### src/rtl/rng_harvest_pkg.sv
package rng_harvest_pkg;

  typedef enum logic [3:0] {
    ST_IDLE,
    ST_POLL,
    ST_READ,
    ST_RST_OFF,
    ST_RST_MASK,
    ST_RST_WARM,
    ST_RST_ON,
    ST_HALT_OFF,
    ST_DONE,
    ST_DEAD
  } pass_state_e;

endpackage

### src/rtl/rng_launch_timer.sv
module rng_launch_timer #(
  parameter int unsigned FIRST_DELAY = 40,
  parameter int unsigned INTERVAL    = 60,
  parameter int unsigned TW          = 8
) (
  input  logic clk_i,
  input  logic rst_ni,
  input  logic restart_i,
  input  logic take_i,
  output logic launch_o
);

  logic [TW-1:0] cnt_q;
  logic          run_q;

  always_ff @(posedge clk_i or negedge rst_ni) begin
    if (!rst_ni) begin
      cnt_q <= TW'(FIRST_DELAY);
      run_q <= 1'b1;
    end else if (restart_i) begin
      cnt_q <= TW'(INTERVAL);
      run_q <= 1'b1;
    end else begin
      if (run_q && cnt_q != '0) cnt_q <= cnt_q - 1'b1;
      if (take_i) run_q <= 1'b0;
    end
  end

  assign launch_o = run_q && (cnt_q == '0);


  restart_quiet_chk: assert property (@(posedge clk_i) disable iff (!rst_ni)
    restart_i |=> !launch_o);


  take_clears_chk: assert property (@(posedge clk_i) disable iff (!rst_ni)
    take_i && !restart_i |=> !launch_o);

endmodule

### src/rtl/rng_bus_master.sv
module rng_bus_master #(
  parameter int unsigned AW = 8,
  parameter int unsigned DW = 32
) (
  input  logic          clk_i,
  input  logic          rst_ni,
  input  logic          cmd_valid_i,
  input  logic          cmd_we_i,
  input  logic [AW-1:0] cmd_addr_i,
  input  logic [DW-1:0] cmd_wdata_i,
  output logic          bus_req_o,
  output logic          bus_we_o,
  output logic [AW-1:0] bus_addr_o,
  output logic [DW-1:0] bus_wdata_o,
  input  logic          bus_ack_i,
  input  logic [DW-1:0] bus_rdata_i,
  output logic          rsp_valid_o,
  output logic [DW-1:0] rsp_data_o
);

  always_ff @(posedge clk_i or negedge rst_ni) begin
    if (!rst_ni) begin
      bus_req_o   <= 1'b0;
      bus_we_o    <= 1'b0;
      bus_addr_o  <= '0;
      bus_wdata_o <= '0;
      rsp_valid_o <= 1'b0;
      rsp_data_o  <= '0;
    end else begin
      rsp_valid_o <= 1'b0;
      if (bus_req_o && bus_ack_i) begin
        bus_req_o   <= 1'b0;
        rsp_valid_o <= 1'b1;
        rsp_data_o  <= bus_rdata_i;
      end else if (!bus_req_o && cmd_valid_i) begin
        bus_req_o   <= 1'b1;
        bus_we_o    <= cmd_we_i;
        bus_addr_o  <= cmd_addr_i;
        bus_wdata_o <= cmd_wdata_i;
      end
    end
  end


  req_hold_chk: assert property (@(posedge clk_i) disable iff (!rst_ni)
    bus_req_o && !bus_ack_i |=> bus_req_o && $stable(bus_addr_o) &&
                                $stable(bus_we_o) && $stable(bus_wdata_o));


  req_release_chk: assert property (@(posedge clk_i) disable iff (!rst_ni)
    bus_req_o && bus_ack_i |=> !bus_req_o && rsp_valid_o);


  single_outstanding_chk: assert property (@(posedge clk_i) disable iff (!rst_ni)
    bus_req_o |-> !cmd_valid_i);

endmodule

### src/rtl/rng_word_buf.sv
module rng_word_buf #(
  parameter int unsigned DW    = 32,
  parameter int unsigned WORDS = 4,
  parameter int unsigned SW    = 2
) (
  input  logic                clk_i,
  input  logic                rst_ni,
  input  logic                wr_en_i,
  input  logic [SW-1:0]       wr_idx_i,
  input  logic [DW-1:0]       wr_data_i,
  output logic [WORDS*DW-1:0] words_o
);

  for (genvar g = 0; g < WORDS; g++) begin : g_slot
    logic [DW-1:0] slot_q;
    always_ff @(posedge clk_i or negedge rst_ni) begin
      if (!rst_ni)                                slot_q <= '0;
      else if (wr_en_i && wr_idx_i == SW'(g))     slot_q <= wr_data_i;
    end
    assign words_o[g*DW +: DW] = slot_q;
  end

endmodule

### src/rtl/rng_pass_fsm.sv
module rng_pass_fsm
  import rng_harvest_pkg::*;
#(
  parameter int unsigned  AW          = 8,
  parameter int unsigned  DW          = 32,
  parameter int unsigned  WORDS       = 4,
  parameter int unsigned  IW          = 3,
  parameter int unsigned  SW          = 2,
  parameter int unsigned  CNT_LSB     = 24,
  parameter int unsigned  CNT_W       = 8,
  parameter int unsigned  LIM_W       = 8,
  parameter int unsigned  LIM_DEFAULT = 10,
  parameter int unsigned  UND_W       = 16,
  parameter logic [AW-1:0] CTRL_ADDR  = 8'h00,
  parameter logic [AW-1:0] CNT_ADDR   = 8'h04,
  parameter logic [AW-1:0] DATA_ADDR  = 8'h08,
  parameter logic [AW-1:0] MASK_ADDR  = 8'h0C,
  parameter logic [DW-1:0] WARMUP     = 32'h0004_0000
) (
  input  logic             clk_i,
  input  logic             rst_ni,
  input  logic             lim_we_i,
  input  logic [LIM_W-1:0] lim_wd_i,
  input  logic             launch_i,
  output logic             take_o,
  output logic             restart_o,
  output logic             cmd_valid_o,
  output logic             cmd_we_o,
  output logic [AW-1:0]    cmd_addr_o,
  output logic [DW-1:0]    cmd_wdata_o,
  input  logic             rsp_valid_i,
  input  logic [DW-1:0]    rsp_data_i,
  output logic             buf_we_o,
  output logic [SW-1:0]    buf_idx_o,
  output logic             done_o,
  output logic [IW-1:0]    done_cnt_o,
  output logic [UND_W-1:0] underrun_o,
  output logic             stalled_o
);

  pass_state_e      state_q;
  logic             pend_q, in_pass_q, stall_seen_q, stalled_q;
  logic [IW-1:0]    rem_q, wptr_q, burst_q;
  logic [LIM_W-1:0] empty_q, lim_q, lim_eff;
  logic [LIM_W:0]   empty_nxt;
  logic [UND_W-1:0] under_q;
  logic [CNT_W-1:0] avail, rem_ext;
  logic [IW-1:0]    burst_nxt;
  logic             access;

  assign avail     = rsp_data_i[CNT_LSB +: CNT_W];
  assign rem_ext   = CNT_W'(rem_q);
  assign burst_nxt = (avail > rem_ext) ? rem_q : avail[IW-1:0];
  assign lim_eff   = (lim_q == '0) ? LIM_W'(1) : lim_q;
  assign empty_nxt = {1'b0, empty_q} + 1'b1;

  always_comb begin
    access      = 1'b1;
    cmd_we_o    = 1'b0;
    cmd_addr_o  = CNT_ADDR;
    cmd_wdata_o = '0;
    unique case (state_q)
      ST_POLL:     cmd_addr_o = CNT_ADDR;
      ST_READ:     cmd_addr_o = DATA_ADDR;
      ST_RST_OFF,
      ST_HALT_OFF: begin cmd_we_o = 1'b1; cmd_addr_o = CTRL_ADDR; end
      ST_RST_MASK: begin cmd_we_o = 1'b1; cmd_addr_o = MASK_ADDR; cmd_wdata_o = DW'(1); end
      ST_RST_WARM: begin cmd_we_o = 1'b1; cmd_addr_o = CNT_ADDR;  cmd_wdata_o = WARMUP; end
      ST_RST_ON:   begin cmd_we_o = 1'b1; cmd_addr_o = CTRL_ADDR; cmd_wdata_o = DW'(1); end
      default:     access = 1'b0;
    endcase
  end

  assign cmd_valid_o = access && !pend_q;
  assign take_o      = (state_q == ST_IDLE) && launch_i;
  assign done_o      = (state_q == ST_DONE);
  assign restart_o   = done_o && !stalled_q;
  assign done_cnt_o  = wptr_q;
  assign buf_we_o    = (state_q == ST_READ) && rsp_valid_i;
  assign buf_idx_o   = wptr_q[SW-1:0];
  assign underrun_o  = under_q;
  assign stalled_o   = stalled_q;

  always_ff @(posedge clk_i or negedge rst_ni) begin
    if (!rst_ni) begin
      lim_q <= LIM_W'(LIM_DEFAULT);
    end else if (lim_we_i) begin
      lim_q <= lim_wd_i;
    end
  end

  always_ff @(posedge clk_i or negedge rst_ni) begin
    if (!rst_ni) begin
      state_q      <= ST_RST_MASK;
      pend_q       <= 1'b0;
      in_pass_q    <= 1'b0;
      stall_seen_q <= 1'b0;
      stalled_q    <= 1'b0;
      rem_q        <= '0;
      wptr_q       <= '0;
      burst_q      <= '0;
      empty_q      <= '0;
      under_q      <= '0;
    end else begin
      if (rsp_valid_i)      pend_q <= 1'b0;
      else if (cmd_valid_o) pend_q <= 1'b1;
      unique case (state_q)
        ST_IDLE: if (launch_i) begin
          in_pass_q    <= 1'b1;
          rem_q        <= IW'(WORDS);
          wptr_q       <= '0;
          empty_q      <= '0;
          stall_seen_q <= 1'b0;
          state_q      <= ST_POLL;
        end
        ST_POLL: if (rsp_valid_i) begin
          if (avail == '0) begin
            under_q <= under_q + 1'b1;
            if (empty_nxt >= {1'b0, lim_eff}) begin
              empty_q <= '0;
              if (stall_seen_q) begin
                state_q <= ST_HALT_OFF;
              end else begin
                stall_seen_q <= 1'b1;
                state_q      <= ST_RST_OFF;
              end
            end else begin
              empty_q <= empty_nxt[LIM_W-1:0];
            end
          end else begin
            burst_q <= burst_nxt;
            state_q <= ST_READ;
          end
        end
        ST_READ: if (rsp_valid_i) begin
          wptr_q  <= wptr_q + 1'b1;
          rem_q   <= rem_q - 1'b1;
          burst_q <= burst_q - 1'b1;
          if (burst_q == IW'(1)) state_q <= (rem_q == IW'(1)) ? ST_DONE : ST_POLL;
        end
        ST_RST_OFF:  if (rsp_valid_i) state_q <= ST_RST_MASK;
        ST_RST_MASK: if (rsp_valid_i) state_q <= ST_RST_WARM;
        ST_RST_WARM: if (rsp_valid_i) state_q <= ST_RST_ON;
        ST_RST_ON:   if (rsp_valid_i) state_q <= in_pass_q ? ST_POLL : ST_IDLE;
        ST_HALT_OFF: if (rsp_valid_i) begin
          stalled_q <= 1'b1;
          state_q   <= ST_DONE;
        end
        ST_DONE: begin
          in_pass_q <= 1'b0;
          state_q   <= stalled_q ? ST_DEAD : ST_IDLE;
        end
        default: state_q <= ST_DEAD;
      endcase
    end
  end


  done_pulse_chk: assert property (@(posedge clk_i) disable iff (!rst_ni)
    done_o |=> !done_o);


  done_range_chk: assert property (@(posedge clk_i) disable iff (!rst_ni)
    done_o |-> done_cnt_o <= IW'(WORDS));


  pass_budget_chk: assert property (@(posedge clk_i) disable iff (!rst_ni)
    (state_q == ST_POLL || state_q == ST_READ) && in_pass_q |->
      ({1'b0, rem_q} + {1'b0, wptr_q}) == (IW+1)'(WORDS));


  underrun_step_chk: assert property (@(posedge clk_i) disable iff (!rst_ni)
    1'b1 |=> (under_q == $past(under_q)) || (under_q == $past(under_q) + 1'b1));


  stalled_sticky_chk: assert property (@(posedge clk_i) disable iff (!rst_ni)
    stalled_q |=> stalled_q);


  stalled_quiet_chk: assert property (@(posedge clk_i) disable iff (!rst_ni)
    stalled_q |-> !cmd_valid_o && !restart_o);

endmodule

### src/rtl/rng_harvest_ctrl.sv
module rng_harvest_ctrl #(
  parameter int unsigned   AW          = 8,
  parameter int unsigned   DW          = 32,
  parameter int unsigned   WORDS       = 4,
  parameter int unsigned   CNT_LSB     = 24,
  parameter int unsigned   CNT_W       = 8,
  parameter int unsigned   LIM_W       = 8,
  parameter int unsigned   LIM_DEFAULT = 10,
  parameter int unsigned   UND_W       = 16,
  parameter int unsigned   FIRST_DELAY = 250_000_000,
  parameter int unsigned   INTERVAL    = 1_000_000_000,
  parameter logic [AW-1:0] CTRL_ADDR   = 8'h00,
  parameter logic [AW-1:0] CNT_ADDR    = 8'h04,
  parameter logic [AW-1:0] DATA_ADDR   = 8'h08,
  parameter logic [AW-1:0] MASK_ADDR   = 8'h0C,
  parameter logic [DW-1:0] WARMUP      = 32'h0004_0000,
  localparam int unsigned  IW          = $clog2(WORDS + 1),
  localparam int unsigned  SW          = (WORDS > 1) ? $clog2(WORDS) : 1,
  localparam int unsigned  TW          = $clog2(((FIRST_DELAY > INTERVAL) ? FIRST_DELAY : INTERVAL) + 1)
) (
  input  logic                clk_i,
  input  logic                rst_ni,
  input  logic                lim_we_i,
  input  logic [LIM_W-1:0]    lim_wd_i,
  output logic                bus_req_o,
  output logic                bus_we_o,
  output logic [AW-1:0]       bus_addr_o,
  output logic [DW-1:0]       bus_wdata_o,
  input  logic                bus_ack_i,
  input  logic [DW-1:0]       bus_rdata_i,
  output logic                done_o,
  output logic [IW-1:0]       done_cnt_o,
  output logic [WORDS*DW-1:0] words_o,
  output logic [UND_W-1:0]    underrun_o,
  output logic                stalled_o
);

  logic          launch, take, restart;
  logic          cmd_valid, cmd_we, rsp_valid, buf_we;
  logic [AW-1:0] cmd_addr;
  logic [DW-1:0] cmd_wdata, rsp_data;
  logic [SW-1:0] buf_idx;

  rng_launch_timer #(
    .FIRST_DELAY(FIRST_DELAY), .INTERVAL(INTERVAL), .TW(TW)
  ) u_timer (
    .clk_i, .rst_ni,
    .restart_i(restart), .take_i(take), .launch_o(launch)
  );

  rng_bus_master #(.AW(AW), .DW(DW)) u_bus (
    .clk_i, .rst_ni,
    .cmd_valid_i(cmd_valid), .cmd_we_i(cmd_we), .cmd_addr_i(cmd_addr),
    .cmd_wdata_i(cmd_wdata),
    .bus_req_o, .bus_we_o, .bus_addr_o, .bus_wdata_o, .bus_ack_i, .bus_rdata_i,
    .rsp_valid_o(rsp_valid), .rsp_data_o(rsp_data)
  );

  rng_pass_fsm #(
    .AW(AW), .DW(DW), .WORDS(WORDS), .IW(IW), .SW(SW),
    .CNT_LSB(CNT_LSB), .CNT_W(CNT_W), .LIM_W(LIM_W), .LIM_DEFAULT(LIM_DEFAULT),
    .UND_W(UND_W), .CTRL_ADDR(CTRL_ADDR), .CNT_ADDR(CNT_ADDR),
    .DATA_ADDR(DATA_ADDR), .MASK_ADDR(MASK_ADDR), .WARMUP(WARMUP)
  ) u_fsm (
    .clk_i, .rst_ni, .lim_we_i, .lim_wd_i,
    .launch_i(launch), .take_o(take), .restart_o(restart),
    .cmd_valid_o(cmd_valid), .cmd_we_o(cmd_we), .cmd_addr_o(cmd_addr),
    .cmd_wdata_o(cmd_wdata), .rsp_valid_i(rsp_valid), .rsp_data_i(rsp_data),
    .buf_we_o(buf_we), .buf_idx_o(buf_idx),
    .done_o, .done_cnt_o, .underrun_o, .stalled_o
  );

  rng_word_buf #(.DW(DW), .WORDS(WORDS), .SW(SW)) u_buf (
    .clk_i, .rst_ni,
    .wr_en_i(buf_we), .wr_idx_i(buf_idx), .wr_data_i(rsp_data), .words_o
  );

endmodule

### config.mk
export PLATFORM = sky130hd
export DESIGN_NAME = rng_harvest_ctrl
export DESIGN_NICKNAME = d
export VERILOG_FILES = /design/src/rtl/rng_harvest_pkg.sv /design/src/rtl/rng_launch_timer.sv /design/src/rtl/rng_bus_master.sv /design/src/rtl/rng_word_buf.sv /design/src/rtl/rng_pass_fsm.sv /design/src/rtl/rng_harvest_ctrl.sv
export SDC_FILE = /design/constraint.sdc
export NUM_CORES = 1
export LEC_CHECK = 0
export CAP_MARGIN = 25
export CORE_ASPECT_RATIO = 1.5
export CORE_MARGIN = 3
export CORE_UTILIZATION = 28
export CTS_CLUSTER_SIZE = 24
export DETAILED_ROUTE_END_ITERATION = 12
export DONT_BUFFER_PORTS = 1
export GPL_ROUTABILITY_DRIVEN = 0
export GPL_TIMING_DRIVEN = 0
export HOLD_SLACK_MARGIN = 0.03
export PLACE_DENSITY = 0.43
export SLEW_MARGIN = 40
export SYNTH_ARGS = -nofsm -noshare
export SYNTH_HDL_FRONTEND = slang
export SYNTH_SLANG_ARGS = --single-unit
### constraint.sdc
create_clock -name clk_i -period 3 [get_ports clk_i]
set_clock_uncertainty 0.15 [all_clocks]
set_input_delay 0.15 -clock clk_i [delete_from_list [all_inputs] [get_ports clk_i]]
set_output_delay 0.15 -clock clk_i [all_outputs]
set_load 0.05 [all_outputs]
After elaboration in Yosys (flattened, before gate mapping):

Index checks and enable logic that the tools add are counted.

* register bits: 283
* output and inout port bits: 191
* bits of input ports: 44
* word-level logic and storage cells: 153

* add/subtract/negate cells: 6
* bitwise operators: 1
* magnitude comparators: 2
* reductions and logical operators: 42
* multiplexer cells: 53
* eq/ne operators: 26

Operator list (count)
* $mux 30: 2
* $mux 4: 13
* $mux 8: 5
* $pmux 19 s2: 1
* $pmux 4 s9: 1
* $logic_not 30->1: 1
* $reduce_bool 30->1: 1
* $sub 30x1->30 const B: 1
* $mux 3: 9
* $ne 2x2->1 const B: 9
* $pmux 3 s2: 3
* $add 16x1->16 const B: 1
* $eq 4x3->1 const B: 4
* $logic_not 8->1: 2
* $pmux 8 s2: 1
* $reduce_bool 2->1: 8
* $mux 1: 15
* $logic_and 1x1->1: 12
* $pmux 4 s3: 1
* $reduce_and 10->1: 1
* $add 8x1->9 const B: 1
* $ge 9x8->1: 1
* $eq 4x2->1 const B: 2
* $gt 8x3->1: 1
* other kinds (22): 34

Logic depth before layout (Yosys ltp):

Gate-level depths: netlist of the first run.

* depth in word-level cells: 7
* mapped depth: 11

Modules after synthesis:

From an unflattened synthesis of the first run, not the netlist that was laid out.

* cells, all modules: 961
* area total of the unflattened synthesis: 12717.2 sq um

By module, submodules not included
* rng_word_buf: instances 1, seq. area each 3203.1 sq um, area an instance 4744.6 sq um, cells an instance 272
* rng_pass_fsm: instances 1, seq. area each 1229.9 sq um, area an instance 3140.5 sq um, cells an instance 335
* rng_bus_master: instances 1, seq. area each 1876.8 sq um, area an instance 2997.9 sq um, cells an instance 161
* rng_launch_timer: instances 1, seq. area each 793.3 sq um, area an instance 1834.3 sq um, cells an instance 193

Worst setup path after synthesis of the first run:

Ideal clock, no wire load.

* path kind: flip-flop to flip-flop
* from: register u_fsm.empty_q[0]
* to: register u_fsm.empty_q[5]
* path slack: 0.096 ns
* clock period less this slack: 2.904 ns
* data arrival time: 2.659 ns
* required time: 2.754 ns
* stages on the path, launching flop included: 12
* path through: dfrtp_1 ha_1 nand3_1 or2_2 xnor2_1 ha_1 o21ai_0 o22ai_1 nor4_1 clkbuf_1 a21bo_2 o31ai_1

* longest elaborated chain between the ends: 6

RTL lines
* start, declared: RTL line rng_pass_fsm.sv:44 `logic [LIM_W-1:0] empty_q, lim_q, lim_eff;`
* start signal, assigned: RTL line rng_pass_fsm.sv:128 `empty_q <= empty_nxt[LIM_W-1:0];`
* $add 8x1->9 (*): RTL line rng_pass_fsm.sv:55 `assign empty_nxt = {1'b0, empty_q} + 1'b1;`
* $ge 9x8->1: RTL line rng_pass_fsm.sv:119 `if (empty_nxt >= {1'b0, lim_eff}) begin`
* $mux 8 (*): RTL line rng_pass_fsm.sv:119
* $mux 8 (*): RTL line rng_pass_fsm.sv:117 `if (avail == '0) begin`
* $mux 8 (*): RTL line rng_pass_fsm.sv:116 `ST_POLL: if (rsp_valid_i) begin`
* $pmux 8 s2 (*): RTL line rng_pass_fsm.sv:107 `unique case (state_q)`

Every way passes the cells marked *; elsewhere a longest branch is shown, timed or not. The select of a mux whose other input is x is not followed.
A chain may end at the register's enable or synchronous reset.

Worst setup path in the final report of the first run:

* from: register u_fsm.empty_q[0]
* to: register u_fsm.state_q[0]

* longest elaborated chain between the ends: 4

RTL lines
* $add 8x1->9: RTL line rng_pass_fsm.sv:55
* $ge 9x8->1: RTL line rng_pass_fsm.sv:119
* $ne 3x3->1 (no line)
* $reduce_and 10->1 (no line)
* end signal, assigned: RTL line rng_pass_fsm.sv:139 `if (burst_q == IW'(1)) state_q <= (rem_q == IW'(1)) ? ST_DONE : ST_POLL;`
* end signal, assigned: RTL line rng_pass_fsm.sv:144 `ST_RST_ON: if (rsp_valid_i) state_q <= in_pass_q ? ST_POLL : ST_IDLE;`
* end signal, assigned: RTL line rng_pass_fsm.sv:151 `state_q <= stalled_q ? ST_DEAD : ST_IDLE;`
* end, declared: RTL line rng_pass_fsm.sv:41 `pass_state_e state_q;`

Every way passes these cells.

==> results of run 1 <==
==> cell families after synthesis <==
group,after synthesis
compound gates,87
xor+xnor,45
fa+ha+maj,22
buf+inv,95
flops,247
mux,162
other cells,1
simple gates,224
==> report_power, final <==
group          internal, mW  leakage [nW]  switching [mW]
Sequential             3.39          3.32          0.0707
Clock                  2.18         0.469            1.41
Combinational         0.127          2.58           0.172
Total                  5.70          6.37            1.66
==> cell type report <==
| class | instances | area share |
|---|---|---|
| Antenna cell | 1 | 0.000190 |
| Buffer | 66 | 0.0295 |
| Clock buffer | 36 | 0.0593 |
| Clock inverter | 14 | 0.0137 |
| Inverter | 29 | 0.00825 |
| Multi-Input combinational cell | 576 | 0.337 |
| Sequential cell | 247 | 0.470 |
| Tap cell | 489 | 0.0464 |
| Timing Repair Buffer | 49 | 0.0358 |
==> synthesized netlist by cell type, drive strengths merged, types with 4 or more instances <==
cell	number
nand2b	6
o21ai	35
a21oi	17
or4	7
dfrtp	230
a211oi	5
nor3	17
xor2	13
dfstp	17
mux2	159
o31ai	6
clkbuf	18
nor4	15
nor2b	4
and3	7
ha	22
and2	5
nand4	10
nand2	75
nand3	19
nor2	39
xnor2	32
or3	11
buf	48
inv	29
==> metal layers <==
layer / vias to the layer above / GRT usage / part of all wire
met3: 44 / 0.0499 / 0.086
met4: 0 / 0.0362 / 0.021
met5: - / 0 / 0
met2: 181 / 0.244 / 0.52
met1: 3449 / 0.144 / 0.37
li1: 3239 / - / -
==> final timing paths <==
check / endpoint / slack, ps / depth (start not counted)
worst max-delay path: u_fsm.state_q[0]$_DFFE_PN0P_ / 160 / 11
worst min-delay path: u_fsm.underrun_o[12]$_DFFE_PN0P_ / -860 / 0
worst max register to register: u_fsm.state_q[0]$_DFFE_PN0P_ / 160 / 11
worst min register to register: u_fsm.burst_q[1]$_DFFE_PN0P_ / 320 / 2
max in group asynchronous: u_buf.g_slot[1].slot_q[25]$_DFFE_PN0P_ / 3000 / 0
min in group clk_i: u_fsm.lim_q[1]$_DFFE_PN1P_ / 140 / 3
==> sequential cells by signal (all words and copies together), names as in the netlist, 2 cells and up <==
register and count:
u_buf.g_slot.slot_q 128, u_bus.rsp_data_o 32, u_timer.cnt_q 30, u_fsm.underrun_o 16, u_fsm.empty_q 8, u_fsm.lim_q 8
u_fsm.state_q 4, u_fsm.burst_q 3, u_fsm.done_cnt_o 3, u_fsm.rem_q 3, u_bus.bus_addr_o 2, u_bus.bus_wdata_o 2
==> what timing repair did <==
item	CTS	global route
gates resized for setup	15	10
endpoints found under the hold margin	288	247
pin swaps	3	2
setup endpoints to repair	22	13
setup buffers	5	2
==> reports/metrics.sh, run 1 <==
FILLERINSTANCES=3779
TIMING.SETUP.CRITICAL_PATH_CLASS='reg -> reg'
BUFFER_PORTS.INSERTED=0
SYNTH_XOR_AREA_FRAC=0.0362
SYNTH_EDF_COUNT=0
TIMING.SLEW.HEADROOM=0.478
REPORT.FINAL.HOLD_VIOL_COUNT=247
SYNTHSIMPLEGATEAREAFRAC=0.105
VIASPERCELL=4.59
SYNTH_TOP_FAMILY_BY_AREA='multiplexers'
MULTI_INPUT_COMB_AREA_UM2=4440
ROWS=87
COREAREA_UM2=38000
YS_TOP_CELLS_BY_AREA='sky130_fd_sc_hd__dfrtp_1 53%, sky130_fd_sc_hd__mux2_2 16%, sky130_fd_sc_hd__dfstp_2 4.1%, sky130_fd_sc_hd__nand2_1 2.6%, sky130_fd_sc_hd__xnor2_1 2.6%'
CTS.REPORTEDPATHS.CLKPINSLEW_PS=70
CRITICAL_PATH.CELL_CHAIN='buf_4, and3_4, nand3_4, nor2_4, xor2_2, ha_1, nand4_1, a221oi_2, nor4_4, a211oi_2, mux2_2'
TIMING.RR.START='u_fsm.empty_q[0]$_DFFE_PN0P_'
CLOCK_TREE_BUFFER_DEPTH=3
TOTALWIRELENGTH_UM=28100
LAYOUT.CELLS.MOST_COMMON='sky130_fd_sc_hd__dfrtp_1'
TOTAL_POWER_mW=7.36
FINAL_NETS=1063
TIGHTEST_SLEW_PS=783
FINAL_DESIGN_AREA_NO_FILL_UM2=13200
SETUP-VIOLATIONS-FINAL=0
VIAS=6913
POSTSYNTHREGISTERBITS=247
HP-CLASS='in -> async'
POST_ROUTE_CELLS_DRIVE_ABOVE_1_SHARE=0.294
CRITICAL_PATH.MAX_STAGE_DELAY_PS=420
INITIAL_CORE_UTIL=0.286
FLOORPLAN.DIE_AREA_UM2=41300
CRITICAL_PATH.TOP_DELAY_FAMILY='compound AO/OA/AOI/OAI gates'
FINAL.SETUP.WORST_SLACK_PS=164
HOLDWS_PS=-857
GR-USAGE-ALL-LAYERS=0.133
POWER.STATIC_LEAKAGE_nW=6.37
CRIT_PATH_MAX_FO=5
DRT-WIRELENGTH-PER-CELL_UM=18.6
DPL-INSTANCE-AREA_UM2=11600
YOSYS.AREA.TOP_TYPE_SHARE=0.529
SINKS_ON_THE_CLOCK_NET=247
POST_SYNTH_NUM_CELL_TYPES=55
CTS.HOLD.BUFFERS_ADDED=42
MUXSHAREOFSYNTHAREA=0.167
DETAILEDPLACEMENTHPWL_UM=19600
CAP_VIOL_MAX_COUNT=0
TOTALNEGATIVESETUPSLACK_PS=0
GRT-OVFL-TOTAL=0
GRT_PASS1_VIAS=7212
CTS_TREE='yes'
AREA_DELTA_SYNTH_FINAL_PCT=21.3
REGISTER_AREA_UM2=6200
CRIT_PATH_TOP_DELAY_CELL='sky130_fd_sc_hd__dfrtp_2'
TIMING.FINAL.CRIT_PERIOD_PS=2840
STARTPOINT='u_fsm.empty_q[0]$_DFFE_PN0P_'
RSZ0062_AT_GRT='no'
CTS_ROOT_BUF='sky130_fd_sc_hd__clkbuf_16'
SYN_INST=883
SETUP.WORST_PATH.END_CLASS='flip-flop'
NETLIST_AREA_UM2=10900
INSERTED_CLOCK_BUFFERS=28
ANTENNA_VIOLATIONS_BEFORE_REPAIR=1
HTREE_LEVELS=1
FINISH.CELL_COUNT_WITHOUT_FILLERS=1507
ANTENNA_LEFT=0
FINAL-MAX-SLEW-VIOLATION-COUNT=0
LAYOUT_WORST_PATH_CYCLE_SHARE=0.945
POWER.DENSITY_CELL_AREA_nW_PER_UM2=558
PLACEMENT_SETUP_SLACK_PS=-604
GRT_PASS1_WL_UM=44100
MOST_USED_FLIP_FLOP_CELL_AFTER_SYNTHESIS='sky130_fd_sc_hd__dfrtp_1'
SYNTH_COMPOUND_AREA_FRAC=0.0497
DIE_HEIGHT_UM=247
MAX_CLOCK_FREQ_GHz=0.353
PEAKVDDDROP_uV=383
WORSTPATHBUFFERINVERTERCOUNT=1
DETAIL_ROUTE.FIRST_PASS.ITERATIONS=4
CP.ARRIVAL_PS=3120
SYNTH.YOSYS.WARNINGS=0
FINAL_CORE_UTILIZATION=0.347
DRCVIOLATIONCOUNT=0
YS_SEQ_AREA_FRAC=0.570
YOSYSTOPAREACELL='sky130_fd_sc_hd__dfrtp_1'
YS_ASYNC_SR_FRACTION=1.00
GRT_MAX_DEGREE=248
OUTCOME='complete, but fails checks'
TIMING.CRITICAL_PATH.FROM_TYPE='flip-flop'
DIE-WIDTH_UM=167
MOSTFREQUENTLAYOUTCELLS='228 x sky130_fd_sc_hd__dfrtp_1, 159 x sky130_fd_sc_hd__mux2_2, 75 x sky130_fd_sc_hd__nand2_1'
TIMING.CRITICAL_PATH.REQUIRED_PS=3280
DRT_ITER0_MARKERS=242
YOSYS.AREA_SHARE.ADDER=0.0253
FAILED_CHECKS='negative hold slack'
WORSTSKEWPAIRLATENCY_PS=550
SYNTHESIS.AREA_PER_INSTANCE_UM2=12.3
PIN_COUNT=235
NUMPLACEDINSTANCES=1407
(Power assumes the default switching activity.)
==> inputs of run 2 (changes only) <==
==> constraint.sdc (replaced) <==
create_clock -name clk_i -period 2.54 [get_ports clk_i]
set_clock_uncertainty 0.15 [all_clocks]
set_input_delay 0.127 -clock clk_i [delete_from_list [all_inputs] [get_ports clk_i]]
set_output_delay 0.127 -clock clk_i [all_outputs]
set_load 0.05 [all_outputs]
==> run 2 against run 1 <==
The run ends with negative hold slack, negative setup slack left. Final cell count grew 0.66%. Sequential share of layout area shrank 0.94 points. Via count grew 0.52%. Total power grew 17%. Critical path depth is the same. Fmax grew 3.4%. Worst hold slack lost 7.2 ps. Sequential power grew 18%. Die area is the same. Largest cell class unchanged. Largest power group unchanged.
==> reports/metrics.sh, run 2 (synthesis results as in run 1) <==
DPL-INSTANCE-AREA_UM2=11700  # +0.26%
INSERTED_CLOCK_BUFFERS=27  # -3.6%
ANTENNA_LEFT=0  # unchanged
CTS_TREE='yes'
HTREE_LEVELS=1  # unchanged
ROWS=87  # unchanged
DETAIL_ROUTE.FIRST_PASS.ITERATIONS=4  # unchanged
RR_ENDPOINT='u_fsm.state_q[2]$_DFFE_PN1P_'
DRCVIOLATIONCOUNT=0  # unchanged
DIE_HEIGHT_UM=247  # unchanged
BIGGESTREGSBYFLOPS='u_buf.g_slot.slot_q (128), u_bus.rsp_data_o (32), u_timer.cnt_q (30)'
FINAL.SETUP.WORST_SLACK_PS=-204  # -368 ps
CRIT_PATH_TOP_DELAY_CELL='sky130_fd_sc_hd__dfrtp_1'
CTS.REPORTEDPATHS.CLKPINSLEW_PS=60  # about the same
CLOCK_TREE_BUFFER_DEPTH=3  # unchanged
AREA_DELTA_SYNTH_FINAL_PCT=23.9
TOTALWIRELENGTH_UM=28400  # +1.1%
PEAKVDDDROP_uV=558  # +45%
HP-CLASS='in -> async'
TIMING.RR.START='u_fsm.empty_q[1]$_DFFE_PN0P_'
PIN_COUNT=235  # unchanged
CRIT_PATH_MAX_FO=3  # -2
TIMING.FINAL.CRIT_PERIOD_PS=2740  # -92.1 ps
REG2REGPATHDEPTH=11  # unchanged
CTS_ROOT_BUF='sky130_fd_sc_hd__clkbuf_16'
CRITICAL_PATH.MAX_STAGE_DELAY_PS=400  # -20 ps
VIASPERCELL=4.58  # -0.14%
FINAL_DESIGN_AREA_NO_FILL_UM2=13500  # +2.2%
REPORT.FINAL.HOLD_VIOL_COUNT=247  # unchanged
POWER.STATIC_LEAKAGE_nW=6.52  # +2.3%
MAX_REG_FLOPS=128  # unchanged
ANTENNA_VIOLATIONS_BEFORE_REPAIR=2  # +1
TIMING.CRITICAL_PATH.FROM_TYPE='flip-flop'
SETUP.WORST_PATH.END_CLASS='flip-flop'
DRT_ITER0_MARKERS=223  # -7.9%
CRITICAL_PATH.TOP_DELAY_FAMILY='compound AO/OA/AOI/OAI gates'
RSZ0062_AT_GRT='yes'
TIGHTEST_SLEW_PS=747  # -36.4 ps
CP.ARRIVAL_PS=3040  # -80 ps
TOTAL_POWER_mW=8.57  # +17%
GRT_PASS1_WL_UM=44000  # about the same
WORSTSKEWPAIRLATENCY_PS=540  # about the same
VIAS=6949  # +0.52%
WORSTPATHBUFFERINVERTERCOUNT=1  # unchanged
DIE-WIDTH_UM=167  # unchanged
BUFFER_PORTS.INSERTED=0  # unchanged
CAP_VIOL_MAX_COUNT=0  # unchanged
LAYOUT.CELLS.MOST_COMMON='sky130_fd_sc_hd__dfrtp_1'
COREAREA_UM2=38000  # unchanged
GRT-OVFL-TOTAL=0  # unchanged
INITIAL_CORE_UTIL=0.286  # unchanged
GR-USAGE-ALL-LAYERS=0.133  # -0.000136
POWER.DENSITY_CELL_AREA_nW_PER_UM2=636  # +14%
DRT-WIRELENGTH-PER-CELL_UM=18.7  # +0.42%
MAX_CLOCK_FREQ_GHz=0.364  # +3.4%
FINAL_NETS=1077  # +1.3%
TIMING.SLEW.HEADROOM=0.502  # +0.0243
POST_ROUTE_CELLS_DRIVE_ABOVE_1_SHARE=0.341  # +0.0468
TIMING.SETUP.CRITICAL_PATH_CLASS='reg -> reg'
PLACEMENT_SETUP_SLACK_PS=-698  # -93.8 ps
FLOORPLAN.DIE_AREA_UM2=41300  # unchanged
SINKS_ON_THE_CLOCK_NET=247  # unchanged
HOLDWS_PS=-865  # -7.23 ps
FAILED_CHECKS='negative hold slack, negative setup slack'
TIMING.CRITICAL_PATH.REQUIRED_PS=2830  # -450 ps
LAYOUT_WORST_PATH_CYCLE_SHARE=1.08  # +0.135
SETUP.REG_TO_REG.WORST_SLACK_PS=-200  # -370 ps
SETUP-VIOLATIONS-FINAL=13  # +13
GRT_MAX_DEGREE=248  # unchanged
FINAL-MAX-SLEW-VIOLATION-COUNT=0  # unchanged
CTS.HOLD.BUFFERS_ADDED=42  # unchanged
CRITICAL_PATH.CELL_CHAIN='ha_4, nand3_4, or2_4, xnor2_2, ha_1, nand4_1, a221oi_2, nor4_4, a211oi_2, buf_4, mux2i_2'
OUTCOME='complete, but fails checks'
DETAILEDPLACEMENTHPWL_UM=19700  # +0.52%
TOP_REGISTER='u_buf.g_slot.slot_q'
GRT_PASS1_VIAS=7370  # +2.2%
MOSTFREQUENTLAYOUTCELLS='223 x sky130_fd_sc_hd__dfrtp_1, 157 x sky130_fd_sc_hd__mux2_2, 69 x sky130_fd_sc_hd__nand2_1'
[run 2: cell types whose count changed in the layout (fill, tap and decap cells not counted), sizes merged]
cell	before	now
clkinvlp	3	1
clkbuf	53	52
buf	56	72
clkinv	6	4
inv	30	29
[run 2: how the worst max path moves through the flow]
stage	from	to	slack [ps]	depth (start not counted)
final	u_fsm.empty_q[1]$_DFFE_PN0P_	u_fsm.state_q[2]$_DFFE_PN1P_	-200	11
after global routing	u_fsm.empty_q[1]$_DFFE_PN0P_	u_fsm.empty_q[6]$_DFFE_PN0P_	-420	11
after CTS	u_fsm.empty_q[1]$_DFFE_PN0P_	u_fsm.empty_q[2]$_DFFE_PN0P_	-260	13
after detailed placement	u_fsm.empty_q[0]$_DFFE_PN0P_	u_fsm.empty_q[6]$_DFFE_PN0P_	-700	10
after global placement	u_timer.cnt_q[0]$_DFFE_PN0P_	u_fsm.empty_q[3]$_DFFE_PN0P_	-990	8
after floorplan	u_fsm.empty_q[0]$_DFFE_PN0P_	u_fsm.empty_q[5]$_DFFE_PN0P_	-170	11
[run 2: through the flow]
stage | hold WS [ps] | util | setup TNS (ps) | std cells
2_1_floorplan | -319 | - | -820 | 918
3_3_place_gp | -294 | 0.307 | -64480 | 1407
3_5_place_dp | -293 | 0.307 | -60990 | 1407
4_1_cts | -883 | 0.350 | -2200 | 1511
5_1_grt | -904 | 0.355 | -4660 | 1516
6_report | -865 | 0.355 | -1440 | 1517
[run 2: per-layer routing]
layer	routed length, um	GRT usage	share of wire
met5	13	0	0.00046
met4	482	0.0313	0.017
met3	2380	0.0486	0.084
met2	15000	0.246	0.53
met1	10500	0.145	0.37
[run 2: area by class of cell]
| cell class | instances | area, um^2 |
|---|---|---|
| Sequential cell | 247 | 6210 |
| Antenna cell | 1 | 2.50 |
| Multi-Input combinational cell | 576 | 4630 |
| Clock inverter | 9 | 155 |
| Inverter | 29 | 109 |
| Clock buffer | 36 | 759 |
| Timing Repair Buffer | 65 | 597 |
| Buffer | 65 | 400 |
| Tap cell | 489 | 612 |
| Fill cell | 3786 | 24500 |
[run 2: report_power, final]
part,switching [mW],leakage (nW),internal [mW]
sequential,0.0852,3.32,4.01
combinational,0.208,2.76,0.158
clock,1.62,0.446,2.49
total,1.91,6.52,6.66
[run 2: repair_timing]
item | in CTS | in global routing
gates resized for setup | 49 | 34
setup endpoints to repair | 165 | 59
hold endpoints to repair | 288 | 247
setup buffers | 17 | 7
pin swaps | 9 | 17
